===== src/rtl/vdac_pkg.sv =====
package vdac_pkg;

  localparam int ADR_CTRL     = 0;
  localparam int ADR_REQ      = 1;
  localparam int ADR_REQ_SET  = 2;
  localparam int ADR_MASK     = 3;
  localparam int ADR_MASKED   = 4;
  localparam int ADR_SW_SET   = 5;
  localparam int ADR_SW_CLR   = 6;
  localparam int ADR_CUR      = 7;
  localparam int ADR_NXT      = 8;

  typedef enum logic [1:0] {
    MODE_UNSIGNED = 2'd0,
    MODE_SIGNED   = 2'd1,
    MODE_RSV_A    = 2'd2,
    MODE_RSV_B    = 2'd3
  } code_mode_e;

  // Control flags, stored above the deglitch count (LSB first: hold_a).
  typedef struct packed {
    logic       enable;
    logic       strobe_level;
    logic       strobe_gate;
    logic       dis_drive;
    code_mode_e mode;
    logic       range;
    logic       out_en;
    logic       hold_b;
    logic       hold_a;
  } ctrl_flags_t;

  localparam int FLAG_W = $bits(ctrl_flags_t);

endpackage


===== src/rtl/vdac_regs.sv =====
module vdac_regs
  import vdac_pkg::*;
#(
  parameter int ADDR_W = 4,
  parameter int DATA_W = 16,
  parameter int CNT_W  = 6,
  parameter int CODE_W = 12,
  parameter int NUM_SW = 3
) (
  input  logic              clk,
  input  logic              rst_n,
  input  logic              reg_wr,
  input  logic [ADDR_W-1:0] reg_addr,
  input  logic [DATA_W-1:0] reg_wdata,
  input  logic              hw_empty,
  input  logic [CODE_W-1:0] cur_code,
  input  logic [CODE_W-1:0] nxt_code,
  output ctrl_flags_t       flags,
  output logic [CNT_W-1:0]  glitch_len,
  output logic [NUM_SW-1:0] sw_soft,
  output logic              irq_req,
  output logic              irq_mask,
  output logic              cur_wr,
  output logic              nxt_wr,
  output logic [DATA_W-1:0] reg_rdata
);

  localparam int CTRL_W = CNT_W + FLAG_W;

  logic [CTRL_W-1:0] ctrl_q, ctrl_d;
  logic              req_q, req_d;
  logic              mask_q, mask_d;
  logic [NUM_SW-1:0] sw_q, sw_d;

  logic hit_ctrl, hit_req, hit_set, hit_mask, hit_sws, hit_swc;

  always_comb begin
    hit_ctrl = reg_wr && (reg_addr == ADR_CTRL[ADDR_W-1:0]);
    hit_req  = reg_wr && (reg_addr == ADR_REQ[ADDR_W-1:0]);
    hit_set  = reg_wr && (reg_addr == ADR_REQ_SET[ADDR_W-1:0]);
    hit_mask = reg_wr && (reg_addr == ADR_MASK[ADDR_W-1:0]);
    hit_sws  = reg_wr && (reg_addr == ADR_SW_SET[ADDR_W-1:0]);
    hit_swc  = reg_wr && (reg_addr == ADR_SW_CLR[ADDR_W-1:0]);
    cur_wr   = reg_wr && (reg_addr == ADR_CUR[ADDR_W-1:0]);
    nxt_wr   = reg_wr && (reg_addr == ADR_NXT[ADDR_W-1:0]);
  end

  // Next-state logic
  always_comb begin
    ctrl_d = ctrl_q;
    if (hit_ctrl) ctrl_d = reg_wdata[CTRL_W-1:0];

    mask_d = mask_q;
    if (hit_mask) mask_d = reg_wdata[0];

    // hardware set dominates a software clear in the same cycle
    req_d = hw_empty | (hit_set & reg_wdata[0]) | (req_q & ~(hit_req & reg_wdata[0]));

    sw_d = sw_q;
    if (hit_sws)      sw_d = sw_q | reg_wdata[NUM_SW-1:0];
    else if (hit_swc) sw_d = sw_q & ~reg_wdata[NUM_SW-1:0];
  end

  always_ff @(posedge clk or negedge rst_n) begin
    if (!rst_n) begin
      ctrl_q <= '0;
      req_q  <= 1'b0;
      mask_q <= 1'b0;
      sw_q   <= '0;
    end else begin
      ctrl_q <= ctrl_d;
      req_q  <= req_d;
      mask_q <= mask_d;
      sw_q   <= sw_d;
    end
  end

  assign flags      = ctrl_flags_t'(ctrl_q[CTRL_W-1:CNT_W]);
  assign glitch_len = ctrl_q[CNT_W-1:0];
  assign sw_soft    = sw_q;
  assign irq_req    = req_q;
  assign irq_mask   = mask_q;

  // Read path
  always_comb begin
    reg_rdata = '0;
    unique case (reg_addr)
      ADR_CTRL[ADDR_W-1:0]:   reg_rdata[CTRL_W-1:0] = ctrl_q;
      ADR_REQ[ADDR_W-1:0]:    reg_rdata[0] = req_q;
      ADR_MASK[ADDR_W-1:0]:   reg_rdata[0] = mask_q;
      ADR_MASKED[ADDR_W-1:0]: reg_rdata[0] = req_q & mask_q;
      ADR_SW_SET[ADDR_W-1:0],
      ADR_SW_CLR[ADDR_W-1:0]: reg_rdata[NUM_SW-1:0] = sw_q;
      ADR_CUR[ADDR_W-1:0]:    reg_rdata[CODE_W-1:0] = cur_code;
      ADR_NXT[ADDR_W-1:0]:    reg_rdata[CODE_W-1:0] = nxt_code;
      default:                reg_rdata = '0;
    endcase
  end

endmodule


===== src/rtl/vdac_strobe_gate.sv =====
module vdac_strobe_gate (
  input  logic clk,
  input  logic rst_n,
  input  logic tick,
  input  logic strobe,
  input  logic enable,
  input  logic gate,
  input  logic level,
  output logic xfer,
  output logic armed
);

  logic strobe_q;
  logic armed_q, armed_d;
  logic rise;
  logic edge_mode;
  logic allow;

  always_comb begin
    rise      = strobe & ~strobe_q;
    edge_mode = enable & gate & ~level;
    // an edge arms; the next tick consumes the arm
    armed_d   = edge_mode & (armed_q | rise) & ~tick;
    if (!gate)      allow = 1'b1;
    else if (level) allow = strobe;
    else            allow = armed_q | rise;
    xfer      = enable & tick & allow;
  end

  always_ff @(posedge clk or negedge rst_n) begin
    if (!rst_n) begin
      strobe_q <= 1'b0;
      armed_q  <= 1'b0;
    end else begin
      strobe_q <= strobe;
      armed_q  <= armed_d;
    end
  end

  assign armed = armed_q;

endmodule


===== src/rtl/vdac_code_path.sv =====
module vdac_code_path
  import vdac_pkg::*;
#(
  parameter int CODE_W = 12
) (
  input  logic              clk,
  input  logic              rst_n,
  input  logic              xfer,
  input  logic              cur_wr,
  input  logic              nxt_wr,
  input  logic [CODE_W-1:0] wcode,
  input  code_mode_e        mode,
  output logic [CODE_W-1:0] cur_code,
  output logic [CODE_W-1:0] nxt_code,
  output logic [CODE_W-1:0] dac_code,
  output logic              upd
);

  localparam logic [CODE_W-1:0] MSB_FLIP = {1'b1, {(CODE_W-1){1'b0}}};

  logic [CODE_W-1:0] cur_q, cur_d, nxt_q, nxt_d;

  always_comb begin
    upd   = xfer | cur_wr;
    cur_d = cur_q;
    if (xfer)        cur_d = nxt_q;
    else if (cur_wr) cur_d = wcode;
    nxt_d = nxt_wr ? wcode : nxt_q;
  end

  always_ff @(posedge clk or negedge rst_n) begin
    if (!rst_n) begin
      cur_q <= '0;
      nxt_q <= '0;
    end else begin
      cur_q <= cur_d;
      nxt_q <= nxt_d;
    end
  end

  always_comb begin
    unique case (mode)
      MODE_SIGNED: dac_code = cur_q ^ MSB_FLIP;
      default:     dac_code = cur_q;
    endcase
  end

  assign cur_code = cur_q;
  assign nxt_code = nxt_q;

endmodule


===== src/rtl/vdac_deglitch.sv =====
module vdac_deglitch #(
  parameter int CNT_W = 6
) (
  input  logic             clk,
  input  logic             rst_n,
  input  logic             trig,
  input  logic [CNT_W-1:0] len,
  output logic             active
);

  logic [CNT_W-1:0] cnt_q, cnt_d;
  logic             act_q, act_d;

  always_comb begin
    cnt_d = cnt_q;
    act_d = act_q;
    if (trig) begin
      cnt_d = len;
      act_d = 1'b1;
    end else if (act_q) begin
      if (cnt_q == '0) act_d = 1'b0;
      else             cnt_d = cnt_q - 1'b1;
    end
  end

  always_ff @(posedge clk or negedge rst_n) begin
    if (!rst_n) begin
      cnt_q <= '0;
      act_q <= 1'b0;
    end else begin
      cnt_q <= cnt_d;
      act_q <= act_d;
    end
  end

  assign active = act_q;

endmodule


===== src/rtl/vdac_update_ctrl.sv =====
module vdac_update_ctrl
  import vdac_pkg::*;
#(
  parameter int ADDR_W = 4,
  parameter int DATA_W = 16,
  parameter int CNT_W  = 6,
  parameter int CODE_W = 12,
  parameter int NUM_SW = 3
) (
  input  logic              clk,
  input  logic              rst_n,
  input  logic              dac_tick,
  input  logic              strobe_in,
  input  logic              reg_wr,
  input  logic [ADDR_W-1:0] reg_addr,
  input  logic [DATA_W-1:0] reg_wdata,
  output logic [DATA_W-1:0] reg_rdata,
  output logic [CODE_W-1:0] dac_code,
  output logic              lsb_lift,
  output logic              ana_pwr_dn,
  output logic              out_drive,
  output logic              out_hiz,
  output logic              out_rail_low,
  output logic              out_rail_ref,
  output logic [NUM_SW-1:0] sw_close,
  output logic              irq
);

  // Reset: asserted asynchronously, released on the clock
  logic [1:0] rst_sync_q;
  logic       rst_n_s;

  always_ff @(posedge clk or negedge rst_n) begin
    if (!rst_n) rst_sync_q <= 2'b00;
    else        rst_sync_q <= {rst_sync_q[0], 1'b1};
  end
  assign rst_n_s = rst_sync_q[1];

  ctrl_flags_t       flags;
  logic [CNT_W-1:0]  glitch_len;
  logic [NUM_SW-1:0] sw_soft;
  logic              irq_req, irq_mask;
  logic              cur_wr, nxt_wr;
  logic              xfer, armed, upd, glitch_on;
  logic [CODE_W-1:0] cur_code, nxt_code;

  vdac_regs #(
    .ADDR_W(ADDR_W), .DATA_W(DATA_W), .CNT_W(CNT_W),
    .CODE_W(CODE_W), .NUM_SW(NUM_SW)
  ) u_regs (
    .clk       (clk),
    .rst_n     (rst_n_s),
    .reg_wr    (reg_wr),
    .reg_addr  (reg_addr),
    .reg_wdata (reg_wdata),
    .hw_empty  (xfer),
    .cur_code  (cur_code),
    .nxt_code  (nxt_code),
    .flags     (flags),
    .glitch_len(glitch_len),
    .sw_soft   (sw_soft),
    .irq_req   (irq_req),
    .irq_mask  (irq_mask),
    .cur_wr    (cur_wr),
    .nxt_wr    (nxt_wr),
    .reg_rdata (reg_rdata)
  );

  vdac_strobe_gate u_gate (
    .clk    (clk),
    .rst_n  (rst_n_s),
    .tick   (dac_tick),
    .strobe (strobe_in),
    .enable (flags.enable),
    .gate   (flags.strobe_gate),
    .level  (flags.strobe_level),
    .xfer   (xfer),
    .armed  (armed)
  );

  vdac_code_path #(.CODE_W(CODE_W)) u_code (
    .clk     (clk),
    .rst_n   (rst_n_s),
    .xfer    (xfer),
    .cur_wr  (cur_wr),
    .nxt_wr  (nxt_wr),
    .wcode   (reg_wdata[CODE_W-1:0]),
    .mode    (flags.mode),
    .cur_code(cur_code),
    .nxt_code(nxt_code),
    .dac_code(dac_code),
    .upd     (upd)
  );

  vdac_deglitch #(.CNT_W(CNT_W)) u_dg (
    .clk   (clk),
    .rst_n (rst_n_s),
    .trig  (upd),
    .len   (glitch_len),
    .active(glitch_on)
  );

  // Per-switch deglitch hold enables: switch 1 <- hold_a, switch 2 <- hold_b
  logic [NUM_SW-1:0] hold_vec;
  always_comb begin
    hold_vec = '0;
    if (NUM_SW > 1) hold_vec[1] = flags.hold_a;
    if (NUM_SW > 2) hold_vec[2] = flags.hold_b;
  end

  for (genvar i = 0; i < NUM_SW; i++) begin : g_sw
    assign sw_close[i] = flags.enable & sw_soft[i] & ~(glitch_on & hold_vec[i]);
  end

  // Output drive decode
  always_comb begin
    ana_pwr_dn   = ~flags.enable;
    lsb_lift     = flags.enable & flags.range;
    out_drive    = flags.enable & flags.out_en;
    out_hiz      = ~flags.enable | (~flags.out_en & ~flags.dis_drive);
    out_rail_low = flags.enable & ~flags.out_en & flags.dis_drive & ~flags.range;
    out_rail_ref = flags.enable & ~flags.out_en & flags.dis_drive &  flags.range;
  end

  assign irq = irq_req & irq_mask;

endmodule


===== config.mk =====
export PLATFORM = sky130hd
export DESIGN_NAME = vdac_update_ctrl
export DESIGN_NICKNAME = d
export VERILOG_FILES = /design/src/rtl/vdac_pkg.sv /design/src/rtl/vdac_regs.sv /design/src/rtl/vdac_strobe_gate.sv /design/src/rtl/vdac_code_path.sv /design/src/rtl/vdac_deglitch.sv /design/src/rtl/vdac_update_ctrl.sv
export SDC_FILE = /design/constraint.sdc
export NUM_CORES = 1
export LEC_CHECK = 0
export ABC_AREA = 0
export BUFFER_PORTS_ARGS = -buffer_cell sky130_fd_sc_hd__buf_2
export CELL_PAD_IN_SITES_DETAIL_PLACEMENT = 1
export CELL_PAD_IN_SITES_GLOBAL_PLACEMENT = 2
export CORE_MARGIN = 2
export CORE_UTILIZATION = 36
export DETAILED_ROUTE_END_ITERATION = 10
export PLACE_DENSITY = 0.9
export SLEW_MARGIN = 25
export SYNTH_ARGS = -nofsm -noshare
export SYNTH_HDL_FRONTEND = slang
export SYNTH_HIERARCHICAL = 1
export SYNTH_SLANG_ARGS = --single-unit

===== constraint.sdc =====
create_clock -name clk -period 2.4 [get_ports clk]
set_input_delay 0.24 -clock clk [delete_from_list [all_inputs] [get_ports clk]]
set_output_delay 0.24 -clock clk [all_outputs]
set_load 0.005 [all_outputs]

==> flow_summary.ini <==
[outcome]
status = finished clean

[synthesis]
netlist_top_cells_count = dfrtp_1 (56), nand2_1 (28), mux2i_1 (24), mux2_2 (22), buf_4 (14)
synth_edf_count = 0
synth_top_area_share = 0.4333
ys_seq_elements = 56
synth_flop_cell = dfrtp_1
synthSimpleGateAreaFrac = 0.1497
synthMuxAreaShare = 0.1973
yosys_warnings = 6
synth_area_um2 = 3234
synthAdderAreaFrac = 0.007737
synth_seq_area_share = 0.4333
yosys-top-cells-area = dfrtp_1 (43%), mux2_2 (7.7%), mux2i_1 (7.4%), mux2_4 (4.6%), o2bb2ai_2 (3.7%)
synthXorXnorAreaFrac = 0.005416
synth_cell_type_count = 53
post-synth-top-count-cell = dfrtp_1
synth.net_count = 311
yosys.area.top_type = dfrtp_1
synth-compound-area-share = 0.1238
postSynth.asyncResetShare = 1.000
avgSynthCellArea_um2 = 11.39
syn-instance-count = 284
synth_top_family_by_area = multiplexers

[global_route]
grt_first_pass_wirelength_um = 12430
grt_usage = 0.1582
grt_overflow_total = 0
grt_max_degree = 55
antenna_found_initial = 0
first_global_vias = 2435

[drt]
firstDrtPassIters = 4
drtIter0Drc = 100
drtAntennaViolNets = 0
vias_per_cell = 5.156
drt-wirelength-per-cell_um = 16.88
drc = 0
drt_wl_total_um = 7477
vias = 2284

[placed_design]
port_buffers = 62
dpl.hpwl_um = 5396
gp_congestion = 0.7955
placed_cells = 434

[timing]
fin_skew_ns = 0.01568
maxSlewHeadroom = 0.5399
hold_viol = 0
drv_slew = 0
rsz0062_at_grt = false
totalNegativeSetupSlack_ns = 0
min_period_ns = 1.842
worst_slew_pin_slew_ns = 0.6902
finalCritPeriodShare = 0.7673
fmax_mhz = 543.0
finalSetupViolCount = 0

[cells_and_area]
num-nets-final = 361
multi_input_area_um2 = 1575
seq_area_um2 = 1403
num_antenna_cells = 0
finalNonFillerCells = 443
final_layout_size_suffix_gt1_frac = 0.3970
nFillCells = 995
area_growth_pct = 11.68

[worst_setup_path]
max_stage_delay_ns = 0.45
worstPathArrival_ns = 2.09
crit_path_cell_trace = o21ai_0 > a31oi_2 > or2_1 > inv_1 > o2111ai_1 > nand3_1
critPathCaptureType = register
path_max_fanout = 10
crit_path_top_delay_cell = dfrtp_1
worst_setup_path_start_kind = register
r2r_cells = 6
worstSetupStartpoint = u_regs/ctrl_q[14]
setup.worst_path.end = u_dg/cnt_q[3]
r2r_end = u_dg/cnt_q[3]
required_ns = 2.65
timing.rr.start = u_regs/ctrl_q[14]
path_class = reg2reg
rrSetupSlack_ns = 0.56

[power]
seq_power_share = 0.504
netSwitchingPower_w = 0.001107
leakage_nw = 1.664
peakVddDrop_mv = 0.3302
power.share.combinational = 0.324
clkPwrFrac = 0.172
p_int_w = 0.001964
power_density_nw_per_um2 = 850.0
p_sw_frac = 0.3605

[clock_tree]
cts.reportedPaths.clkPinSlew_ns = 0.11
cts_sinks = 56
clk_path_buf_depth = 2
cts_made_buffers = 5
cts-resized-gates = 0
cts-root-buf = clkbuf_8
post_cts.repair.setup_buffers = 0
clk_latency_ns = 0.32
ctsHoldBuffers = 1
cts_tree = built
cts_max_level = 2

[die]
start_util = 0.3709
row_count = 34
core_um2 = 8721
fp.dieH_um = 98.79
pin_count = 63
die_area_um2 = 9758
dieWidth_um = 98.79

[worst_hold_path]
holdCritStartpoint = strobe_in
hp-class = in2reg

[flow_run]
max_cap_viol_count = 0
## final cells by class
class                   instances  area share
multi-input cells             192      0.4361
flip-flops and latches         56      0.3883
repair buffers                 70      0.1032
well taps                     108     0.03741
clock buffers                   5     0.01905
inverters                       9    0.009352
clock inverters                 3    0.006581
## cells by family (layout without fill, tap and decap cells)
| logic type | Yosys count | after routing |
|---|---|---|
| XOR/XNOR | 2 | 2 |
| multiplexers | 56 | 56 |
| buffers and inverters | 36 | 87 |
| flip-flops | 56 | 56 |
| AND/OR/NAND/NOR | 82 | 82 |
| adder cells (fa/ha/maj) | 2 | 2 |
| other | 1 | 1 |
| AO/OA/AOI/OAI | 49 | 49 |
## how the worst min path moves through the flow
stage | end | slack (ns) | cells after the start
finish | u_gate/strobe_q | 0.06 | 1
global route | u_gate/strobe_q | 0.04 | 1
CTS | u_gate/strobe_q | 0.05 | 1
detailed placement | rst_sync_q[0] | 0.03 | 1
global placement | rst_sync_q[0] | 0.03 | 1
floorplan | rst_sync_q[0] | -0.06 | 0
## power groups by stage
stage	registers (W)	logic, W	clock network [W]
final	0.00155	0.000993	0.000528
after global routing	0.00160	0.00111	0.000590
after CTS	0.00155	0.00101	0.000549
after detailed placement	0.00157	0.00101	0
after global placement	0.00155	0.000968	0
after floorplan	0.00148	0.000826	0
## cells in the final DEF, fill, tap and decap left out, types with 7 or more instances in the layout
| cell type | netlist | final |
|---|---|---|
| mux2_4 | 10 | 10 |
| nand2_1 | 28 | 28 |
| o21ai_1 | 9 | 9 |
| buf_2 | 5 | 62 |
| inv_1 | 8 | 8 |
| o2bb2ai_2 | 8 | 8 |
| buf_4 | 14 | 7 |
| mux2_2 | 22 | 22 |
| dfrtp_1 | 56 | 55 |
| mux2i_1 | 24 | 24 |
| and2_1 | 9 | 9 |
| nor2_1 | 7 | 7 |
| a21oi_1 | 8 | 8 |
## per-stage QoR
step / total power (W) / worst slack (ns) / cell area, um2 / utilization / hold WS, ns
6_report: 0.003070 / 0.5584 / 3612 / 0.4142 / 0.05649
5_1_grt: 0.003306 / 0.4229 / 3612 / 0.4142 / 0.04309
4_1_cts: 0.003112 / 0.5518 / 3612 / 0.4142 / 0.04647
3_5_place_dp: 0.002575 / 0.5630 / 3510 / 0.4024 / 0.02843
3_3_place_gp: 0.002518 / 0.6338 / 3510 / 0.4024 / 0.02550
2_1_floorplan: 0.002306 / 0.2757 / 3234 / - / -0.05559
## routing by layer
layer	GRT usage	wire (um)
met1	0.2148	3510
met2	0.2666	3592
met3	0.01986	276
met4	0.04426	97
met5	0	0
## state kept, by name (all words and copies together), names as in the netlist, named ones only
register,cells
u_code/cur_code,12
rst_sync_q,2
u_regs/irq_mask,1
u_gate/armed,1
u_gate/strobe_q,1
u_dg/cnt_q,6
u_regs/irq_req,1
u_dg/active,1
u_code/nxt_code,12
u_regs/ctrl_q,16
## critical path, delay by kind of cell (launching register included)
kind,cells,cell delay [ns]
compound gates,3,0.56
buf+inv,1,0.26
flops,1,0.45
simple gates,2,0.49
Note: power is estimated with default switching activity, not from simulation.
